<file path="src/rtl/swi_pirq_pkg.sv">
package swi_pirq_pkg;
  localparam int DATA_W  = 16;
  localparam int NUM_LVL = 7;
  localparam int LVL_W   = 3;
  localparam int REQ_LSB = DATA_W - NUM_LVL;  // request bits 15:9
  localparam int HI_FLD  = 5;                 // mirrored level, bits 7:5
  localparam int LO_FLD  = 1;                 // mirrored level, bits 3:1
  localparam int VEC_W   = 9;
  localparam logic [VEC_W-1:0] SHARED_VEC = 9'o240;

  typedef logic [NUM_LVL-1:0] req_vec_t;
  typedef logic [LVL_W-1:0]   level_t;
endpackage

</file>
<file path="src/rtl/swi_pirq_store.sv">
module swi_pirq_store
  import swi_pirq_pkg::*;
(
  input  logic              clk,
  input  logic              rst_n,
  input  logic              wr_en,
  input  logic [DATA_W-1:0] wr_data,
  output req_vec_t          req_q
);
  // Only the request slice of the write word is stored; the rest is dropped.
  always_ff @(posedge clk) begin
    if (!rst_n)
      req_q <= '0;
    else if (wr_en)
      req_q <= wr_data[REQ_LSB +: NUM_LVL];
  end
endmodule

</file>
<file path="src/rtl/swi_pirq_enc.sv">
module swi_pirq_enc
  import swi_pirq_pkg::*;
(
  input  req_vec_t req,
  output level_t   top_lvl
);
  // Ripple chain from level 1 upward; a higher set bit overrides lower ones.
  level_t chain [NUM_LVL+1];
  assign chain[0] = '0;

  for (genvar g = 0; g < NUM_LVL; g++) begin : g_stage
    assign chain[g+1] = req[g] ? level_t'(g + 1) : chain[g];
  end

  assign top_lvl = chain[NUM_LVL];
endmodule

</file>
<file path="src/rtl/swi_pirq_deliver.sv">
module swi_pirq_deliver
  import swi_pirq_pkg::*;
(
  input  logic     clk,
  input  logic     rst_n,
  input  level_t   top_lvl,
  input  level_t   cur_pri,
  input  logic     ack,
  output logic     valid_q,
  output level_t   level_q
);
  logic want;
  logic taken;

  assign want  = top_lvl > cur_pri;
  assign taken = valid_q && ack;

  always_ff @(posedge clk) begin
    if (!rst_n) begin
      valid_q <= 1'b0;
      level_q <= '0;
    end else begin
      valid_q <= want && !taken;
      level_q <= top_lvl;
    end
  end
endmodule

</file>
<file path="src/rtl/swi_pirq_top.sv">
module swi_pirq_top
  import swi_pirq_pkg::*;
(
  input  logic              clk,
  input  logic              rst_n,
  input  logic              wr_en,
  input  logic [DATA_W-1:0] wr_data,
  output logic [DATA_W-1:0] rd_data,
  input  logic [LVL_W-1:0]  cur_pri,
  output logic              irq_valid,
  output logic [LVL_W-1:0]  irq_level,
  output logic [VEC_W-1:0]  irq_vector,
  input  logic              irq_ack
);
  req_vec_t req_q;
  level_t   top_lvl;

  swi_pirq_store u_store (
    .clk     (clk),
    .rst_n   (rst_n),
    .wr_en   (wr_en),
    .wr_data (wr_data),
    .req_q   (req_q)
  );

  swi_pirq_enc u_enc (
    .req     (req_q),
    .top_lvl (top_lvl)
  );

  swi_pirq_deliver u_dlv (
    .clk     (clk),
    .rst_n   (rst_n),
    .top_lvl (top_lvl),
    .cur_pri (cur_pri),
    .ack     (irq_ack),
    .valid_q (irq_valid),
    .level_q (irq_level)
  );

  // Read word: request bits, then two copies of the level; gaps read zero.
  always_comb begin
    rd_data = '0;
    rd_data[REQ_LSB +: NUM_LVL] = req_q;
    rd_data[HI_FLD +: LVL_W]    = top_lvl;
    rd_data[LO_FLD +: LVL_W]    = top_lvl;
  end

  assign irq_vector = SHARED_VEC;
endmodule

</file>
<file path="config.mk">
export PLATFORM = sky130hd
export DESIGN_NAME = swi_pirq_top
export DESIGN_NICKNAME = d
export VERILOG_FILES = /design/src/rtl/swi_pirq_pkg.sv /design/src/rtl/swi_pirq_store.sv /design/src/rtl/swi_pirq_enc.sv /design/src/rtl/swi_pirq_deliver.sv /design/src/rtl/swi_pirq_top.sv
export SDC_FILE = /design/constraint.sdc
export NUM_CORES = 1
export LEC_CHECK = 0
export BUFFER_PORTS_ARGS = -buffer_cell sky130_fd_sc_hd__buf_2
export CORE_MARGIN = 3
export CORE_UTILIZATION = 38
export CTS_BUF_LIST = sky130_fd_sc_hd__clkbuf_4
export CTS_CLUSTER_DIAMETER = 30
export DETAILED_ROUTE_END_ITERATION = 8
export GPL_TIMING_DRIVEN = 0
export HOLD_SLACK_MARGIN = 0.1
export PLACE_DENSITY = 0.8
export SKIP_CTS_REPAIR_TIMING = 1
export SYNTH_ARGS = -nofsm -noshare
export SYNTH_HDL_FRONTEND = slang
export SYNTH_HIERARCHICAL = 1
export SYNTH_SLANG_ARGS = --single-unit
</file>
<file path="constraint.sdc">
create_clock -name clk -period 1.75 [get_ports clk]
set_clock_uncertainty 0.1 [all_clocks]
set_input_delay 0 -clock clk [delete_from_list [all_inputs] [get_ports clk]]
set_output_delay 0 -clock clk [all_outputs]
set_load 0.05 [all_outputs]
</file>
==> results of run 1 <==
-- synthesized netlist by cell type, drive strengths merged --
master | number | area share
nor2b | 7 | 0.072
o21ai | 2 | 0.016
nand2 | 4 | 0.025
buf | 16 | 0.20
ha | 3 | 0.062
dfxtp | 11 | 0.36
conb | 2 | 0.012
a21oi | 3 | 0.025
mux2i | 7 | 0.11
clkinv | 1 | 0.0062
nor2 | 2 | 0.012
and4 | 1 | 0.014
inv | 4 | 0.025
and2 | 3 | 0.031
nand3 | 1 | 0.0082
o31ai | 1 | 0.012
-- flip-flops by register name, indices dropped and copies added, names as in the netlist --
register and count:
u_dlv/level_q 3, u_dlv/valid_q 1, u_store/req_q 7
-- metrics by stage --
stage	setup TNS [ps]	power [mW]
floorplan	-124	0.597
global placement	0	0.657
detailed placement	0	0.664
CTS	0	0.849
global route	0	0.929
finish	0	0.879
-- cell type report --
class | instances | area (um2) | area share
tap | 15 | 18.8 | 0.0177
inverter | 5 | 23.8 | 0.0224
multi-input combinational | 46 | 314 | 0.296
clock buffer | 4 | 30.0 | 0.0283
buffer | 16 | 124 | 0.117
timing repair buffer | 46 | 315 | 0.297
sequential | 11 | 236 | 0.223
-- logic make-up after synthesis --
| family | Yosys count | synth area share |
|---|---|---|
| other | 2 | 0.0123 |
| adder cells (fa/ha/maj) | 3 | 0.0616 |
| multiplexers | 7 | 0.115 |
| AND/OR/NAND/NOR | 18 | 0.162 |
| buffers and inverters | 21 | 0.234 |
| AO/OA/AOI/OAI | 6 | 0.0534 |
| flip-flops | 11 | 0.361 |
-- metal layers --
metal | part of all wire | up-vias | wire length (um) | GRT usage
met1 | 0.39 | 265 | 581 | 0.149
li1 | - | 312 | - | -
met3 | 0.091 | 4 | 134 | 0.0514
met4 | 0.019 | 0 | 28 | 0.0852
met2 | 0.50 | 30 | 733 | 0.198
met5 | 0 | - | 0 | 0
-- worst max-delay path, delay by kind of cell (launching register included) --
family / cells / cell delay, ps
flip-flops: 1 / 350
AND/OR/NAND/NOR: 3 / 520
AO/OA/AOI/OAI: 2 / 200
adder cells (fa/ha/maj): 1 / 320
-- power breakdown --
group / total (mW) / internal, mW / leakage (nW) / switching (mW)
Sequential: 0.286 / 0.270 / 0.0944 / 0.0161
Clock: 0.183 / 0.103 / 0.0184 / 0.0794
Combinational: 0.410 / 0.138 / 0.449 / 0.271
Total: 0.879 / 0.512 / 0.562 / 0.367
-- worst max-delay path by stage --
stage | start | end | slack, ps
6_report | u_store/req_q[5] | u_dlv/valid_q | 160
5_1_grt | u_store/req_q[5] | u_dlv/valid_q | 70
4_1_cts | u_store/req_q[5] | u_dlv/valid_q | 170
3_3_place_gp | u_store/req_q[5] | u_dlv/valid_q | 220
3_5_place_dp | u_store/req_q[5] | u_dlv/valid_q | 180
2_1_floorplan | u_store/req_q[0] | u_dlv/valid_q | -120
==> impl_results.md, run 1 <==
* Status: completed
* Flip-flop and latch count after synthesis at 11
* Crit path kind: reg2reg
* Worst min-delay path startpoint: cur_pri[1]
* Drt via density at between 4 and 5
* Hold path cells at 5
* Worst-path maximum fanout at 5
* # IOs at 52
* Port Buf Inserts at 29
* Clock latency on the worst-skew pair at 260 ps
* Maximum vdd drop at 0.494 mV
* Share of cells above drive strength 1 at 0.477
* CTS root buf: clkbuf_4
* Crit. End Element: flop
* Setup slack, reg-to-reg at 160 ps
* Std cell rows at 13
* Syn_area_per_cell at 8.96 um2
* Core area at 1400 um2
* Routed WL per cell at 10.3 um
* Full die area at 2120 um2
* Clock Path Buffers at 2
* Htree depth at 1
* Placement Setup Slack at ~180 ps
* Final Core Density at 0.759
* CP cell instances: nor2_1 > nand2_2 > ha_1 > a21oi_1 > o21ai_1 > and4_1
* Largest net degree at the start of global routing at 12
* Die W at 46.0 um
* Worst R2R Start: u_store/req_q[5]
* Placed Cells incl. Taps at 122
* First-pass GRT wire length at 1920 um
* RSZ-0062 raised after global routing: false
* Period utilisation layout at 0.907
* Netlist Area Pre-Place at 609 um2
* FF-to-FF path depth at 6
* Min Hold Slack at 193 ps
* Commonest cells after routing, fill and taps aside: 29 x buf_2, 17 x dlygate4sd3_1, 15 x buf_4, 12 x conb_1
* Clk sink count at 11
* Cells after synthesis at 68
* Leakage power at ~0.56 nW
* P&R area growth vs syn at 74.3%
* Hold worst-path end: u_dlv/valid_q
* GRT Util Overall at 0.130
* DR pass1 iterations at 4
* Dpl cell area at 862 um2
* Vias in the first global route at roughly 450
* Routability congestion estimate at about 0.66
* Max stage delay cell, worst path: dfxtp_2
* Setup Viol. Count Final at 0
* Required @ worst endpoint at 1810 ps
* Fin cells at 143
* Hold WC Path Type: in2reg
* Post-DP HPWL at 1040 um
* Grt total ovfl at 0
* Post-synthesis sequential area ratio at 0.361
* F_max at 630 MHz
* Hold Fails Final Rpt at 0
* Pins Over Slew Limit at 0
* Ys Warns at 6
* TritonCTS clock tree: yes
* Nets at 155
* DRT iter0 DRCs at 5
* Fin crit period at 1590 ps
* DRC Markers at 0
* Final setup margin at 163 ps
* CTS clock-pin slew for the worst setup and hold paths at 70 ps
* Initial antenna violation count at 0
* Max Cap Viol at 0
* Commonest non-fill, non-tap cell in the layout: buf_2
* CP peak stage delay at about 350 ps
* Arr. time, crit path at roughly 1600 ps
* # diodes at 0
* Die Span Y at 46.0 um
* Initial core utilization at 0.436
* Final wirelength at 1480 um
* Design Area, Final at 1060 um2
* Power Density at 827 nW/um2
* Via count at 611
* Startpoint types: flop
* Synth unique cells at 18
* Post-route ant nets at 0
* CTS Buf Count at 3
* Worst reg2reg path endpoint: u_dlv/valid_q
* Fill count at 119
Power figures use the tool's default switching activity.
==> run 2, diff against run 1 <==
==> constraint.sdc (replaced) <==
create_clock -name clk -period 1.75 [get_ports clk]
set_clock_uncertainty 0.1 [all_clocks]
set_input_delay 0.2625 -clock clk [delete_from_list [all_inputs] [get_ports clk]]
set_output_delay 0.2625 -clock clk [all_outputs]
set_load 0.05 [all_outputs]
==> run 2 against run 1 <==
Against the previous run:
- wire length is 17% lower
- utilization fell by 11 points
- cell count decreased by 12%
- critical path depth fell by 1
- setup slack lost 76 ps
- clock power barely moved
- power down 3.7%
- count of clock-buffer cells in the layout unchanged
- sequential power about the same
- largest power group unchanged
- highest routed layer unchanged
==> impl_results.md, run 2 (synthesis results as in run 1) <==
* Leakage power at about 0.5 nW
* Max stage delay cell, worst path: dfxtp_4
* Commonest non-fill, non-tap cell in the layout: buf_2
* Gr busiest metal: met2
* Port Buf Inserts at 29
* Core area at around 1400 um2
* Clk pwr share at 0.216
* Grt total ovfl at 0
* Arr. time, crit path at between 1000 and 1500 ps
* Initial antenna violation count at 0
* Clock latency on the worst-skew pair at ~260 ps
* Tot Pwr at 0.846 mW
* Final wirelength at 1230 um
* Combinational power share at 0.447
* Fin crit period at 1660 ps
* Crit. End Element: primary output
* Leading registers by flop count: u_store/req_q: 7 flops, u_dlv/level_q: 3 flops, u_dlv/valid_q: 1 flops
* GRT met1 Usage at 0.149
* Via count at approximately 540
* Maximum vdd drop at roughly 0.48 mV
* Power Density at 934 nW/um2
* Std cell rows at 13
* Die W at between 40 and 50 um
* Pins Over Slew Limit at 0
* P_int at between 0.4 and 0.5 mW
* Required @ worst endpoint at 1390 ps
* CP peak stage delay at between 300 and 400 ps
* Worst-path maximum fanout at 4
* Htree depth at 1
* Post-route ant nets at 0
* Clk sink count at 11
* Die Span Y at 46.0 um
* # IOs at 52
* Routed WL per cell at 9.79 um
* CTS Buf Count at 3
* TritonCTS clock tree: yes
* Largest register FFs at 7
* Largest net degree at the start of global routing at 12
* Status: completed
* First-pass GRT wire length at roughly 1900 um
* Met3 Use GR at 0.0514
* # diodes at 0
* DR pass1 iterations at 4
* F_max at 601 MHz
* Hold Fails Final Rpt at 0
* Setup slack, reg-to-reg at 170 ps
* Max Cap Viol at 0
* Commonest cells after routing, fill and taps aside: 27 x buf_2, 17 x buf_4, 12 x conb_1, 7 x mux2i_1, 7 x nor2b_1
* CTS root buf: clkbuf_4
* Nets at 138
* Clock Path Buffers at 2
* Routability congestion estimate at 0.660
* CP cell instances: clkinv_4 > a21oi_4 > o31ai_4 > buf_4 > buf_4
* Startpoint types: flop
* Grt met2 use at 0.198
* Setup Viol. Count Final at 0
* Period utilisation layout at 0.951
* Full die area at around 2100 um2
* RSZ-0062 raised after global routing: false
* Drt via density at 4.26
* Min Hold Slack at 160 ps
* CTS clock-pin slew for the worst setup and hold paths at 70 ps
* Flop pwr share at 0.337
* Reg with most FFs: u_store/req_q
* GRT Util Overall at 0.130
* Vias in the first global route at around 450
* Initial core utilization at 0.436
* DRT iter0 DRCs at 3
* Psw at 0.360 mW
* P&R area growth vs syn at 48.7%
* Share of cells above drive strength 1 at 0.568
* Hold WC Path Type: in2reg
* Post-DP HPWL at 1040 um
* DRC Markers at 0
* Crit path kind: reg2out
* Sw Ratio at 0.426
* Most used cell, CP: buf_4
[run 2: cell count changes in the layout (fill, tap and decap cells not counted), sizes merged]
cell / delta
dlygate4sd3: -17
[run 2: worst max-delay path, delay by kind of cell (launching register included)]
family | cells | cell delay [ps]
buf+inv | 3 | 380
flops | 1 | 360
compound gates | 2 | 310
[run 2: worst paths after layout]
check / start / endpoint / cells after the start
max: u_store/req_q[1] / rd_data[5] / 5
min: wr_data[12] / u_store/req_q[3] / 3
min reg2reg: u_store/req_q[4] / u_store/req_q[4] / 2
max reg2reg: u_store/req_q[5] / u_dlv/valid_q / 6
[run 2: power by group through the flow]
stage	logic (mW)	registers, mW	clock network (mW)
after global placement	0.367	0.291	0
after CTS	0.373	0.286	0.190
after detailed placement	0.372	0.291	0
after floorplan	0.237	0.361	0
after global routing	0.400	0.289	0.205
final	0.378	0.285	0.183
[run 2: per-layer routing]
layer	share of wire	vias up
li1	-	279
met1	0.40	228
met2	0.48	28
met3	0.10	2
met4	0.0073	0
met5	0	-
[run 2: cell type report]
type                    count  area (um2)
inverters                   5        23.8
multi-input cells          46         320
plain buffers              16         124
well taps                  15        18.8
clock buffers               4        30.0
fillers                   132         493
flip-flops and latches     11         239
repair buffers             29         150
[run 2: through the flow]
stage	instances	utilization	cell area, um2	worst slack [ps]	setup TNS [ps]
2_1_floorplan	78	-	698	-124	-142
3_3_place_gp	122	0.616	862	215	0
3_5_place_dp	122	0.616	862	183	0
4_1_cts	126	0.638	892	-15.3	-15.3
5_1_grt	126	0.648	906	16.1	0
6_report	126	0.648	906	86.5	0
==> run 3, diff against run 2 <==
Settings changed: CELL_PAD_IN_SITES_DETAIL_PLACEMENT from default to 1, CELL_PAD_IN_SITES_GLOBAL_PLACEMENT from default to 1, CORE_UTILIZATION 38 to 26, CTS_CLUSTER_SIZE from default to 40, PLACE_DENSITY 0.8 to 0.81.
==> run 3 against run 2 <==
Against the previous run:
- first-iteration DRC count increased by 33%
- count of clock-buffer cells in the layout unchanged
- largest cell class unchanged
- critical path depth unchanged
- fmax about the same
- sequential cell count unchanged
==> impl_results.md, run 3 (synthesis results as in run 1) <==
* Status: completed
* Clock latency on the worst-skew pair at 260 ps
* GRT Util Overall at 0.102
* First-pass GRT wire length at between 2000 and 2500 um
* Routability congestion estimate at 0.654
* Largest net degree at the start of global routing at 12
* Drt via density at 4.05
* Final Core Density at 0.441
* Leakage power at 0.501 nW
* Std cell rows at 16
* Crit path kind: reg2out
* DRT iter0 DRCs at 4
* Stages on worst setup path at 5
* F_max at 602 MHz
* DRC Markers at 0
* Maximum vdd drop at 0.360 mV
* Min Hold Slack at 157 ps
* Via count at around 560
* Commonest cells after routing, fill and taps aside: 27 x buf_2, 17 x buf_4, 12 x conb_1, 7 x mux2i_1, 7 x nor2b_1
* Initial antenna violation count at 0
* Grt total ovfl at 0
* Final wirelength at 1430 um
* Share of cells above drive strength 1 at 0.568
* CTS Buf Count at 3
* Power Density at 927 nW/um2
* Htree depth at 1
* Period utilisation layout at 0.950
* Worst-path maximum fanout at 5
* Clock Path Buffers at 2
* Arr. time, crit path at 1300 ps
* Max Cap Viol at 0
* CTS root buf: clkbuf_4
* Pins Over Slew Limit at 0
* Hold path cells at 3
* FF-to-FF path depth at 6
* Clk sink count at 11
* Reg with most FFs: u_store/req_q
* CP peak stage delay at 390 ps
* Setup Viol. Count Final at 0
* Tot Pwr at 0.852 mW
* Commonest non-fill, non-tap cell in the layout: buf_2
* Die W at 54.4 um
* Fin cells at 138
* Leading registers by flop count: u_store/req_q: 7 flops, u_dlv/level_q: 3 flops, u_dlv/valid_q: 1 flops
* Core area at 2080 um2
* Routed WL per cell at 10.3 um
* Largest register FFs at 7
* Startpoint types: flop
* Port Buf Inserts at 29
* CTS clock-pin slew for the worst setup and hold paths at 70 ps
* P&R area growth vs syn at 50.7%
* Hold Fails Final Rpt at 0
* Crit-path leading delay family: flip-flops
* CP cell instances: inv_1 > a21oi_2 > o31ai_4 > buf_4 > buf_4
* Post-route ant nets at 0
* Hold WC Path Type: in2reg
* # IOs at 52
* Initial core utilization at 0.293
* Most used cell, CP: buf_4
* Placed Cells incl. Taps at 134
* Die Span Y at ~54 um
* # diodes at 0
* Full die area at roughly 3000 um2
* CP bufs+invs at 3
* Required @ worst endpoint at 1390 ps
* TritonCTS clock tree: yes
* Nets at 138
* Crit. End Element: primary output
* DR pass1 iterations at 4
* Max stage delay cell, worst path: dfxtp_2
* Vias in the first global route at 542
* Fin crit period at 1660 ps
run 3: cell counts in the layout (fill, tap and decap cells not counted):
No cell type changed its count.
run 3: worst reg2reg max path, cell delays in order, from the launching register on:
cell     delay [ps]
dfxtp_2         350
nor2_1          210
nand2_2         110
ha_1            330
a21oi_1         130
o21ai_1          90
and4_1          200
run 3: worst paths after layout:
path	from	slack, ps	end
setup reg to reg	u_store/req_q[5]	120	u_dlv/valid_q
hold reg to reg	u_store/req_q[6]	450	u_store/req_q[6]
setup / recovery	u_store/req_q[5]	90	rd_data[5]
hold / removal	wr_data[9]	160	u_store/req_q[0]
run 3: metrics by stage:
step	setup TNS [ps]	setup slack, ps	area (um2)
4_1_cts	-46.3	-26.0	907
3_5_place_dp	0	147	877
6_report	0	87.5	918
3_3_place_gp	0	199	877
2_1_floorplan	-142	-124	698
5_1_grt	-7.50	-7.50	918
run 3: routing by layer:
metal,share of wire,wire (um),vias up,global-route usage
met5,0,0,-,0
met4,0.0070,10,0,0.0373
met3,0.097,139,2,0.0300
met2,0.48,689,26,0.193
met1,0.41,588,254,0.103
li1,-,-,277,-
run 3: cell type report:
cell class / instances / area, um2
Fill cell: 270 / 1160
Buffer: 16 / 124
Inverter: 5 / 23.8
Timing Repair Buffer: 29 / 150
Clock buffer: 4 / 30.0
Multi-Input combinational cell: 46 / 320
Sequential cell: 11 / 236
Tap cell: 27 / 33.8
run 3: report_power, final:
part	total (mW)	internal [mW]	switching, mW
Combinational	0.380	0.113	0.268
Clock	0.185	0.103	0.0814
Sequential	0.287	0.270	0.0168
